**src/rtl/rpg_pkg.sv**
```systemverilog
package rpg_pkg;
   typedef enum logic [2:0] {
      PH_IDLE = 3'd0,
      PH_LOAD = 3'd1,
      PH_RUN  = 3'd2,
      PH_ROT  = 3'd3,
      PH_DONE = 3'd4
   } rpg_phase_e;

   localparam int unsigned RPG_REG_W = 12;
   localparam int unsigned RPG_VEC_W = 4;
endpackage

```
**src/rtl/rpg_shift_core.sv**
```systemverilog
module rpg_shift_core #(
   parameter int unsigned W = 12
) (
   input  logic         clk,
   input  logic         rst_n,
   input  logic         load_en,
   input  logic [W-1:0] load_val,
   input  logic         adv_en,
   input  logic         rot_en,
   output logic [W-1:0] state_o
);
   logic [W-1:0] state_q;
   logic         fb;

   generate
      if (W != 12) begin : g_bad_w
         $error("rpg_shift_core: feedback taps are defined for a 12-bit register");
      end
   endgenerate

   assign fb = state_q[W-1] ^ state_q[5] ^ state_q[3] ^ state_q[0];

   always_ff @(posedge clk or negedge rst_n) begin
      if (!rst_n)       state_q <= '0;
      else if (load_en) state_q <= load_val;
      else if (adv_en)  state_q <= {state_q[W-2:0], fb};
      else if (rot_en)  state_q <= {state_q[0], state_q[W-1:1]};
   end

   assign state_o = state_q;

   AST_ROT_RIGHT: assert property (@(posedge clk) disable iff (!rst_n)
      rot_en && !load_en && !adv_en |=> state_o == {$past(state_o[0]), $past(state_o[W-1:1])});
   AST_ADV_NONZERO: assert property (@(posedge clk) disable iff (!rst_n)
      adv_en && !load_en && state_o != '0 |=> state_o != '0);
endmodule

```
**src/rtl/rpg_shaper.sv**
```systemverilog
module rpg_shaper #(
   parameter int unsigned W = 12,
   parameter int unsigned V = 4
) (
   input  logic [W-1:0] state_i,
   output logic [V-1:0] vec_o
);
   logic unused_bits;

   generate
      if (W != 12 || V != 4) begin : g_bad_shape
         $error("rpg_shaper: gate taps need a 12-bit state and 4-bit vector");
      end
   endgenerate

   assign vec_o[0]    = state_i[0] | state_i[1];
   assign vec_o[1]    = state_i[3];
   assign vec_o[2]    = state_i[6] & state_i[7];
   assign vec_o[3]    = state_i[9];
   assign unused_bits = ^{state_i[2], state_i[5:4], state_i[8], state_i[11:10]};
endmodule

```
**src/rtl/rpg_ctrl.sv**
```systemverilog
module rpg_ctrl
   import rpg_pkg::*;
#(
   parameter int unsigned W         = 12,
   parameter int unsigned NUM_SEEDS = 4,
   parameter int unsigned STEP_W    = 8,
   parameter logic [NUM_SEEDS*W-1:0] SEED_TABLE = '1
) (
   input  logic              clk,
   input  logic              rst_n,
   input  logic              start,
   input  logic [STEP_W-1:0] step_count,
   output rpg_phase_e        phase_o,
   output logic              load_en,
   output logic [W-1:0]      load_val,
   output logic              adv_en,
   output logic              rot_en
);
   localparam int unsigned IDX_W   = (NUM_SEEDS > 1) ? $clog2(NUM_SEEDS) : 1;
   localparam int unsigned ROT_LEN = W - 1;
   localparam int unsigned RC_W    = $clog2(W);
   localparam logic [IDX_W-1:0] LAST_IDX = IDX_W'(NUM_SEEDS - 1);
   localparam logic [RC_W-1:0]  ROT_LAST = RC_W'(ROT_LEN - 1);

   rpg_phase_e        phase_q;
   logic [IDX_W-1:0]  idx_q;
   logic [STEP_W-1:0] run_cnt_q;
   logic [RC_W-1:0]   rot_cnt_q;
   logic [STEP_W:0]   run_nxt;
   logic [W-1:0]      seed_arr [NUM_SEEDS];
   logic [NUM_SEEDS-1:0] seed_nz;
   logic              cur_nz;
   logic              is_last;

   generate
      for (genvar g = 0; g < NUM_SEEDS; g++) begin : g_seed
         assign seed_arr[g] = SEED_TABLE[g*W +: W];
         assign seed_nz[g]  = |SEED_TABLE[g*W +: W];
      end
   endgenerate

   assign cur_nz   = seed_nz[idx_q];
   assign is_last  = (idx_q == LAST_IDX);
   assign run_nxt  = {1'b0, run_cnt_q} + (STEP_W+1)'(1);
   assign load_val = seed_arr[idx_q];
   assign load_en  = (phase_q == PH_LOAD) && cur_nz;
   assign adv_en   = (phase_q == PH_RUN);
   assign rot_en   = (phase_q == PH_ROT);
   assign phase_o  = phase_q;

   always_ff @(posedge clk or negedge rst_n) begin
      if (!rst_n) begin
         phase_q   <= PH_IDLE;
         idx_q     <= '0;
         run_cnt_q <= '0;
         rot_cnt_q <= '0;
      end else if (start) begin
         phase_q <= PH_LOAD;
         idx_q   <= '0;
      end else begin
         unique case (phase_q)
            PH_LOAD: begin
               if (!cur_nz) begin
                  if (is_last) phase_q <= PH_DONE;
                  else         idx_q   <= idx_q + IDX_W'(1);
               end else begin
                  run_cnt_q <= '0;
                  rot_cnt_q <= '0;
                  phase_q   <= (step_count == '0) ? PH_ROT : PH_RUN;
               end
            end
            PH_RUN: begin
               run_cnt_q <= run_nxt[STEP_W-1:0];
               if (run_nxt >= {1'b0, step_count}) begin
                  phase_q   <= PH_ROT;
                  rot_cnt_q <= '0;
               end
            end
            PH_ROT: begin
               rot_cnt_q <= rot_cnt_q + RC_W'(1);
               if (rot_cnt_q == ROT_LAST) begin
                  if (is_last) phase_q <= PH_DONE;
                  else begin
                     phase_q <= PH_LOAD;
                     idx_q   <= idx_q + IDX_W'(1);
                  end
               end
            end
            default: ;
         endcase
      end
   end

   AST_ONE_ACTION: assert property (@(posedge clk) disable iff (!rst_n)
      $onehot0({load_en, adv_en, rot_en}));
   AST_LOAD_NONZERO: assert property (@(posedge clk) disable iff (!rst_n)
      load_en |-> load_val != '0);
   AST_DONE_HOLD: assert property (@(posedge clk) disable iff (!rst_n)
      phase_q == PH_DONE && !start |=> phase_q == PH_DONE);
   AST_START_LOAD: assert property (@(posedge clk) disable iff (!rst_n)
      start |=> phase_q == PH_LOAD && idx_q == '0);
endmodule

```
**src/rtl/rpg_resp_cmp.sv**
```systemverilog
module rpg_resp_cmp #(
   parameter int unsigned RESP_W = 1
) (
   input  logic              clk,
   input  logic              rst_n,
   input  logic              clear,
   input  logic              valid,
   input  logic [RESP_W-1:0] act,
   input  logic [RESP_W-1:0] exp_r,
   output logic              flag
);
   logic flag_q;

   always_ff @(posedge clk or negedge rst_n) begin
      if (!rst_n)                     flag_q <= 1'b0;
      else if (clear)                 flag_q <= 1'b0;
      else if (valid && act != exp_r) flag_q <= 1'b1;
   end

   assign flag = flag_q;

   AST_STICKY: assert property (@(posedge clk) disable iff (!rst_n)
      flag && !clear |=> flag);
   AST_CLEAR: assert property (@(posedge clk) disable iff (!rst_n)
      clear |=> !flag);
   AST_IGNORE_INVALID: assert property (@(posedge clk) disable iff (!rst_n)
      !valid && !flag |=> !flag);
endmodule

```
**src/rtl/rsd_pattern_gen.sv**
```systemverilog
module rsd_pattern_gen
   import rpg_pkg::*;
#(
   parameter int unsigned NUM_SEEDS = 4,
   parameter int unsigned STEP_W    = 8,
   parameter int unsigned RESP_W    = 1,
   parameter logic [NUM_SEEDS*RPG_REG_W-1:0] SEED_TABLE =
      {12'h3B7, 12'h5C3, 12'h0F1, 12'hA64}
) (
   input  logic                 clk,
   input  logic                 rst_n,
   input  logic                 start,
   input  logic [STEP_W-1:0]    step_count,
   input  logic [RESP_W-1:0]    cut_resp,
   input  logic [RESP_W-1:0]    gold_resp,
   output logic [RPG_REG_W-1:0] pat_state,
   output logic [RPG_VEC_W-1:0] pat_vec,
   output logic                 pat_valid,
   output logic                 lfsr_active,
   output logic                 done,
   output logic                 mismatch
);
   localparam int unsigned W = RPG_REG_W;

   generate
      if (NUM_SEEDS < 1) begin : g_bad_seeds
         $error("rsd_pattern_gen: NUM_SEEDS must be at least 1");
      end
      if (STEP_W < 1 || RESP_W < 1) begin : g_bad_width
         $error("rsd_pattern_gen: STEP_W and RESP_W must be positive");
      end
   endgenerate

   rpg_phase_e   phase;
   logic         load_en, adv_en, rot_en;
   logic [W-1:0] load_val;
   logic [W-1:0] state;

   rpg_ctrl #(
      .W(W), .NUM_SEEDS(NUM_SEEDS), .STEP_W(STEP_W), .SEED_TABLE(SEED_TABLE)
   ) u_ctrl (
      .clk(clk), .rst_n(rst_n), .start(start), .step_count(step_count),
      .phase_o(phase), .load_en(load_en), .load_val(load_val),
      .adv_en(adv_en), .rot_en(rot_en)
   );

   rpg_shift_core #(.W(W)) u_core (
      .clk(clk), .rst_n(rst_n), .load_en(load_en), .load_val(load_val),
      .adv_en(adv_en), .rot_en(rot_en), .state_o(state)
   );

   rpg_shaper #(.W(W), .V(RPG_VEC_W)) u_shape (
      .state_i(state), .vec_o(pat_vec)
   );

   rpg_resp_cmp #(.RESP_W(RESP_W)) u_cmp (
      .clk(clk), .rst_n(rst_n), .clear(start), .valid(pat_valid),
      .act(cut_resp), .exp_r(gold_resp), .flag(mismatch)
   );

   assign pat_state   = state;
   assign pat_valid   = (phase == PH_RUN) || (phase == PH_ROT);
   assign lfsr_active = (phase == PH_RUN);
   assign done        = (phase == PH_DONE);

   AST_VALID_NONZERO: assert property (@(posedge clk) disable iff (!rst_n)
      pat_valid |-> pat_state != '0);
   AST_DONE_QUIET: assert property (@(posedge clk) disable iff (!rst_n)
      done |-> !pat_valid && !lfsr_active);
endmodule

```
**config.mk**
```make
export PLATFORM = sky130hd
export DESIGN_NAME = rsd_pattern_gen
export DESIGN_NICKNAME = d
export VERILOG_FILES = /design/src/rtl/rpg_pkg.sv /design/src/rtl/rpg_shift_core.sv /design/src/rtl/rpg_shaper.sv /design/src/rtl/rpg_ctrl.sv /design/src/rtl/rpg_resp_cmp.sv /design/src/rtl/rsd_pattern_gen.sv
export SDC_FILE = /design/constraint.sdc
export NUM_CORES = 1
export LEC_CHECK = 0
export BUFFER_PORTS_ARGS = -buffer_cell sky130_fd_sc_hd__buf_2
export CAP_MARGIN = 20
export CORE_AREA = 2 2 77 79
export CTS_CLUSTER_SIZE = 40
export DETAILED_ROUTE_END_ITERATION = 10
export DIE_AREA = 0 0 79 81
export GPL_TIMING_DRIVEN = 0
export HOLD_SLACK_MARGIN = 0.15
export PLACE_DENSITY = 0.64
export SLEW_MARGIN = 25
export SYNTH_ARGS = -nofsm -noshare
export SYNTH_HDL_FRONTEND = slang
export SYNTH_SLANG_ARGS = --single-unit
```
**constraint.sdc**
```tcl
create_clock -name clk -period 3 [get_ports clk]
set_input_delay 0.15 -clock clk [delete_from_list [all_inputs] [get_ports clk]]
set_output_delay 0.15 -clock clk [all_outputs]
set_load 0.01 [all_outputs]
```
After elaboration in Yosys (flattened, before gate mapping)
Index checks and enable logic that the tools add are counted. W data, S select, Z words.

Word-level logic and storage cells: 74. Input port bits: 13. Bits in registers: 30.

Reduce and logical (&&, ||, !) cells: 14. Mux-type cells: 28. Bitwise logic cells: 7. Order comparisons: 3. Add/subtract/negate cells: 3. Equal/unequal tests: 13.

Operators by type and width (count): $mux W12 (5); $bmux W12 S2 (1); $mux W3 (6); $pmux W8 S2 (1); $pmux W4 S3 (1); $add A8 B1 Y9 const B (1); $ge A9 B8 Y1 (1); $pmux W3 S3 (1); $reduce_bool A3 Y1 (3); $logic_not A8 Y1 (1); $mux W2 (4); $mux W4 (2); $mux W8 (1); $reduce_and A4 Y1 (2); $eq A3 B2 Y1 const B (2); $ne A3 B2 Y1 const B (2); $reduce_and A3 Y1 (2); $add A4 B1 Y4 const B (1); $eq A4 B4 Y1 const B (1); $mux W1 (4); $ne A2 B1 Y1 const B (2); $ne A4 B2 Y1 const B (1); $pmux W2 S2 (1); $reduce_bool A2 Y1 (2); 17 further kinds (20).

Longest topological paths before layout
Gate-level depths: netlist of the first run.

Depth after elaboration: 5. Gate-level depth with buffers: 10. Depth with buffers taken out: 10.

Hierarchy
Synthesis of the first run repeated with hierarchy kept, for this count alone.

Cell total of the unflattened synthesis: 226. Area total of the unflattened synthesis: 2197.1 µm².

Modules (own cells, without submodules): rpg_ctrl (area each 1308.8 µm², instances 1, seq. area each 425.4 µm², cells an instance 143); rpg_shift_core (area each 779.5 µm², instances 1, seq. area each 300.3 µm², cells an instance 71); rpg_resp_cmp (area each 50.0 µm², instances 1, seq. area each 25.0 µm², cells an instance 5); rsd_pattern_gen (area each 31.3 µm², instances 1, seq. area each 0.0 µm², cells an instance 3); rpg_shaper (area each 27.5 µm², instances 1, seq. area each 0.0 µm², cells an instance 4).

Worst setup path after synthesis of the first run
Ideal clock, no wire load.

Kind: register -> register. From: register u_ctrl.run_cnt_q[0]. To: register u_ctrl.rot_cnt_q[0]. Path slack: 219 ps. Cell stages (with the launch flop): 10. Period minus slack after synthesis: 2781 ps. Path buffers: 0. Arrival: 2657 ps. Library setup time: 125 ps. Cells stage by stage: dfrtp_1 ha_1 nand3_4 or2_2 xnor2_1 ha_1 nand3_1 or3_1 a21oi_1 mux2_2.

Cells in the longest elaborated chain, start to end: 4.

Ends and longest elaborated chain: start, declared (line rpg_ctrl.sv:27) `logic [STEP_W-1:0] run_cnt_q;`; start signal, assigned (line rpg_ctrl.sv:73) `run_cnt_q <= run_nxt[STEP_W-1:0];`; $add A8 B1 Y9 (line rpg_ctrl.sv:44) `assign run_nxt = {1'b0, run_cnt_q} + (STEP_W+1)'(1);`; $ge A9 B8 Y1 (line rpg_ctrl.sv:74) `if (run_nxt >= {1'b0, step_count}) begin`; $ne A2 B1 Y1 (no line); $reduce_and A4 Y1 (no line); end signal, assigned (line rpg_ctrl.sv:80) `rot_cnt_q <= rot_cnt_q + RC_W'(1);`; end, declared (line rpg_ctrl.sv:28) `logic [RC_W-1:0] rot_cnt_q;`.

No other way between the ends. A chain may end at the register's enable or synchronous reset.

Worst setup path in the final report of the first run
From: register u_ctrl.run_cnt_q[0]. To: register u_ctrl.phase_q[0], in the netlist u_ctrl.phase_o[0].

Cells in the longest elaborated chain, start to end: 4.

Ends and longest elaborated chain: $add A8 B1 Y9 (line rpg_ctrl.sv:44); $ge A9 B8 Y1 (line rpg_ctrl.sv:74); $ne A3 B2 Y1 (no line); $reduce_and A4 Y1 (no line); end signal, assigned (line rpg_ctrl.sv:69) `phase_q <= (step_count == '0) ? PH_ROT : PH_RUN;`; end, declared (line rpg_ctrl.sv:25) `rpg_phase_e phase_q;`.

No other way between the ends.

==> reports/metrics.yaml, run 1 <==
synthCells: 250
clk_path_buf_depth: 2
p_leak_nw: 1.17
fillerInstances: 585
antenna-diode-count: 0
drtAntennaViolNets: 0
clock-sinks: 30
r2r_setup_slack_ps: 150
crit_fanout: 5
required_ps: 3170
synth_common_cells: "nor2_1, dfrtp_1, a21oi_1, o21ai_0, ha_1"
instances_no_fill: 370
multi_input_area_um2: 1320
worst_pin_slew_ps: 747
crit_top_cell: "a221o_1"
port_buffers: 32
syn_area_um2: 2160
start_util: 0.380
firstDrtPassIters: 4
yosysSeqAreaShare: 0.348
grt_overflow_total: 0
crit_arrival_ps: 3020
finClkSkew_ps: 3.91
drt-total-wl_um: 5150
synth_cell_types: 46
row_count: 28
synth_top_area_frac: 0.348
power_mw: 1.31
synth_most_common_cell: "nor2_1"
hold_class: "input port to flop"
timing.slew.headroom: 0.496
crit_path_end_kind: "flop"
dp_cells: 357
cts-root-buf: "clkbuf_8"
dieArea_um2: 6400
num_vias: 2007
async_reset_ff_frac: 1.00
synth_warnings: 0
h-tree-depth: 2
setup_viol: 0
numCtsBuffers: 5
cts_tree: "yes"
area_delta_synth_final_pct: 19.6
io_pins: 33
path_class: "flop to flop"
clkLatencyLatePin_ps: 280
syn_area_per_cell_um2: 8.63
synth-edff-count: 0
ys_seq_elements: 30
synth_fp_nets: 280
seq_area_um2: 754
grt_util_all_layers: 0.171
peakVddDrop_mv: 0.248
grt_antenna_before_repair: 0
critPathSlowestCell: "or3_1"
yosys.area.top_type: "dfrtp_1"
die_h_um: 81
design.core.area_um2: 5680
drc: 0
post_drt_via_cell_ratio: 5.42
clk_pin_slew_ps: 60
synth.area.top_cells: "dfrtp_1, ha_1, nor2_1"
fin_crit_sh: 0.951
die_w_um: 79
grt_pass1_vias: 1795
yosys_most_used_dff: "dfrtp_1"
drv_cap: 0
nets: 324
powerDensity_nw_per_um2: 508
drive_above_1_share: 0.261
outcome: "completed"
hold_viol: 0
grt_pass1_wl_um: 8630
grt_max_degree: 31
routedWlPerCell_um: 13.9
timing.fmax_mhz: 350
post-route-min-period_ps: 2850
setup.worst_path.start_class: "flop"
max_stage_delay_ps: 490
gp_congestion: 0.842
cp_cell_sequence: "ha_4, nand3_4, or2_2, xnor2_2, ha_1, nand3_1, or3_1, a221o_1, a221o_1"
drt_iter0_markers: 136
finalMaxSlewViolations: 0
dp_hpwl_um: 3790
state kept, by name (all words and copies together) (netlist names):
name              cells
u_ctrl.run_cnt_q      8
u_core.state_o       12
u_ctrl.phase_o        3
u_cmp.flag            1
u_ctrl.rot_cnt_q      4
u_ctrl.idx_q          2
power by group:
part           leakage, nW  internal (mW)  total (mW)  switching (mW)
logic                0.751          0.205       0.427           0.222
clock network       0.0482          0.185       0.335           0.150
registers            0.372          0.464       0.549          0.0851
total                 1.17          0.853        1.31           0.457
cell type report:
cell class,instances,share of cell area
Buffer,12,0.0223
Inverter,16,0.0233
Sequential cell,30,0.292
Tap cell,75,0.0364
Clock inverter,1,0.00194
Clock buffer,7,0.0334
Multi-Input combinational cell,192,0.512
Timing Repair Buffer,37,0.0785
stage by stage:
stage / worst slack (ps) / hold WS [ps] / cell area (um2) / utilization / setup TNS, ps
finish: 147 / 225 / 2580 / 0.455 / 0
detailed placement: -129 / 243 / 2410 / 0.425 / -275
floorplan: 219 / -146 / 2160 / - / 0
global placement: -77.4 / 243 / 2410 / 0.425 / -152
CTS: 6.34 / 216 / 2530 / 0.446 / 0
global route: -15.2 / 240 / 2580 / 0.455 / -15.2
what timing repair did:
action / in CTS / in global routing
hold endpoints to repair: 34 / 0
gates resized for setup: 2 / 7
pin swaps: 0 / 1
cloned: 0 / 0
endpoints found under the setup margin: 3 / 5
setup buffers: 0 / 3
hold buffers: 2 / 0
layout by cell type, fill, tap and decap left out, types with 2 or more instances in the layout:
master and count:
a211oi_1 2, a21o_2 2, a21oi_1 24, a221o_1 2
a22o_1 2, a31oi_1 2, buf_1 3, buf_2 33
buf_4 6, clkbuf_1 6, clkbuf_8 6, dfrtp_1 27
dfrtp_2 3, dlygate4sd3_1 2, ha_1 16, inv_1 15
mux2_2 2, mux2i_1 3, nand2_1 15, nand3_1 2
nor2_1 38, nor3_1 9, nor3b_1 2, nor4_1 2
o21ai_0 22, o221a_2 10, o22ai_1 2, o2bb2ai_1 2
or2_2 2, xnor2_1 7, xor2_1 3
critical path, delay by kind of cell, from the launching register on:
family	cells	cell delay, ps
AOI/OAI and AO/OA	2	630
xor gates and xnor gates	1	150
adders and majority gates	2	480
DFF	1	420
and+or+nand+nor	4	1060
path summary, 6_finish.rpt:
check	from	to	depth (start not counted)
hold / removal	cut_resp	u_cmp.flag	4
max in group asynchronous	rst_n	u_ctrl.run_cnt_q[2]	2
setup / recovery	u_ctrl.run_cnt_q[0]	u_ctrl.phase_o[0]	9
setup reg to reg	u_ctrl.run_cnt_q[0]	u_ctrl.phase_o[0]	9
min in group asynchronous	rst_n	u_ctrl.run_cnt_q[5]	2
hold reg to reg	u_cmp.flag	u_cmp.flag	2
cells by family after synthesis:
kind of cell,after synthesis,synth area share
buffers and inverters,28,0.0545
AOI/OAI and AO/OA,76,0.232
and+or+nand+nor,83,0.198
muxes,5,0.0243
adders and majority gates,17,0.0985
DFF,30,0.348
xor gates and xnor gates,11,0.0446
per-layer routing:
metal | part of all wire | track usage | vias to the layer above
li1 | - | - | 982
met1 | 0.47 | 0.229 | 985
met2 | 0.49 | 0.282 | 33
met3 | 0.028 | 0.0289 | 7
met4 | 0.013 | 0.0586 | 0
met5 | 0 | 0 | -
Note: power is estimated with default switching activity, not from simulation.
==> inputs of run 2 (changes only) <==
--- a/config.mk
+++ b/config.mk
@@ -16,2 +16,3 @@
 export PLACE_DENSITY = 0.64
+export REMOVE_ABC_BUFFERS = 1
 export SLEW_MARGIN = 25
==> constraint.sdc (replaced) <==
create_clock -name clk -period 3 [get_ports clk]
set_input_delay 0.45 -clock clk [delete_from_list [all_inputs] [get_ports clk]]
set_output_delay 0.45 -clock clk [all_outputs]
set_load 0.01 [all_outputs]
==> run 2 against run 1 <==
Against the previous run:
- routed wire length fell by 3.2%
- first-iteration DRC count rose by 39%
- sequential power rose by 4.2%
- fmax fell by 1.5%
- non-clock buffer count fell by 13
- core utilization fell by 0.77 points
- final cell count fell by 3.8%
- worst setup slack got worse by 44 ps
- flip-flop and latch count did not move
- combinational power fell by 13%
- clock skew rose by 4.2 ps
- die area did not move
- critical endpoint unchanged
- highest routed layer unchanged
==> reports/metrics.yaml, run 2 (synthesis results as in run 1) <==
timing.fmax_mhz: 345  # -1.5%
antenna-diode-count: 0  # unchanged
drv_cap: 0  # unchanged
final_cell_mix: "nor2_1, buf_2, dfrtp_1, a21oi_1, o21ai_0"
port_buffers: 32  # unchanged
timing.slew.headroom: 0.421  # -0.0760
clock-sinks: 30  # unchanged
routedWlPerCell_um: 14.0  # +0.61%
setup.worst_path.start_class: "flop"
cp_cell_sequence: "ha_4, nand3_4, or2_2, xnor2_2, ha_1, nand3_1, o22ai_2, nor4b_4, buf_4, a221o_1, a221o_1"
max_stage_delay_ps: 440  # -50 ps
fin_util: 0.447  # -0.00772
die_h_um: 81  # unchanged
cts_tree: "yes"
layout_commonest_cell: "nor2_1"
peakVddDrop_mv: 0.232  # -6.6%
drive_above_1_share: 0.278  # +0.0166
numCtsBuffers: 5  # unchanged
critPathSlowestCell: "dfrtp_2"
grt_antenna_before_repair: 0  # unchanged
area_delta_synth_final_pct: 17.6
dp_hpwl_um: 3280  # -13%
hold_class: "input port to async pin"
drt_iter0_markers: 189  # +39%
die_w_um: 79  # unchanged
fillerInstances: 584  # -0.17%
grt_util_all_layers: 0.164  # -0.00738
start_util: 0.380  # unchanged
holdBufCountCts: 0  # -2
drc: 0  # unchanged
grt_max_degree: 40  # +29%
crit_top_cell: "a221o_1"
finClkSkew_ps: 8.14  # +4.23 ps
gp_congestion: 0.799  # -5.1%
crit_path_end_kind: "flop"
dieArea_um2: 6400  # unchanged
grt_overflow_total: 0  # unchanged
nets: 311  # -4.0%
post-route-min-period_ps: 2900  # +43.8 ps
drtAntennaViolNets: 0  # unchanged
clkLatencyLatePin_ps: 290  # about the same
required_ps: 3170  # about the same
powerDensity_nw_per_um2: 505  # -0.61%
placed_cell_area_um2: 2360  # -2.3%
outcome: "completed"
setup_viol: 0  # unchanged
num_vias: 1881  # -6.3%
drt-total-wl_um: 4990  # -3.2%
design.core.area_um2: 5680  # unchanged
h-tree-depth: 2  # unchanged
p_leak_nw: 1.14  # -2.7%
post_drt_via_cell_ratio: 5.28  # -2.6%
crit_arrival_ps: 3070  # +50 ps
fin_crit_sh: 0.966  # +0.0146
worst_pin_slew_ps: 860  # +113 ps
io_pins: 33  # unchanged
clk_path_buf_depth: 2  # unchanged
finalMaxSlewViolations: 0  # unchanged
clk_pin_slew_ps: 70  # about the same
power_mw: 1.28  # -2.3%
row_count: 28  # unchanged
path_class: "flop to flop"
largest_register_ffs: 12  # unchanged
grt_pass1_wl_um: 8260  # -4.3%
crit_fanout: 6  # +1
grt_pass1_vias: 1760  # -1.9%
cts-root-buf: "clkbuf_8"
firstDrtPassIters: 4  # unchanged
stdcell_area_um2: 2540  # -1.7%
hold_viol: 0  # unchanged
## run 2: layout make-up
type                    count  area, um2  share of cell area
inverters                  16       60.1              0.0237
well taps                  75       93.8              0.0370
flip-flops and latches     30        756               0.298
clock buffers               7       86.3              0.0340
multi-input cells         192       1350               0.533
repair buffers             36        190              0.0750
## run 2: worst paths after layout
check,start,to,slack (ps),depth (start not counted)
max,u_ctrl.run_cnt_q[0],u_ctrl.phase_o[0],100,11
max in group asynchronous,rst_n,u_ctrl.run_cnt_q[2],2300,1
min reg2reg,u_cmp.flag,u_cmp.flag,500,2
min in group clk,start,u_ctrl.phase_o[2],440,2
min,rst_n,u_ctrl.run_cnt_q[0],210,1
max reg2reg,u_ctrl.run_cnt_q[0],u_ctrl.phase_o[0],100,11
## run 2: stage by stage
step	hold slack (ps)	setup WS, ps	instances	setup TNS, ps
2_1_floorplan	154	218	238	0
3_3_place_gp	485	-74.4	345	-149
4_1_cts	243	-16.3	352	-32.3
6_report	210	103	356	0
5_1_grt	264	-24.8	356	-24.8
3_5_place_dp	490	-108	345	-212
## run 2: where the power goes
part	total, mW	leakage [nW]	internal, mW	switching (mW)
registers	0.572	0.371	0.463	0.108
logic	0.371	0.724	0.186	0.185
clock network	0.338	0.0443	0.182	0.156
## run 2: what timing repair did
item / CTS / global route
pin swaps: 0 / 3
endpoints found under the hold margin: 0 / 0
resized for setup: 1 / 13
setup endpoints to repair: 2 / 5
buffers inserted: 0 / 4
## run 2: routing by layer
layer	GRT usage	routed length (um)
met5	0	0
met1	0.218	2430
met2	0.267	2330
met4	0.0517	59
met3	0.0367	165
## run 2: critical path, delay by kind of cell, from the launching register on
kind	cells	cell delay, ps
AOI/OAI and AO/OA	3	840
xor gates and xnor gates	1	150
adders and majority gates	2	510
buffers and inverters	1	150
DFF	1	440
and+or+nand+nor	4	700
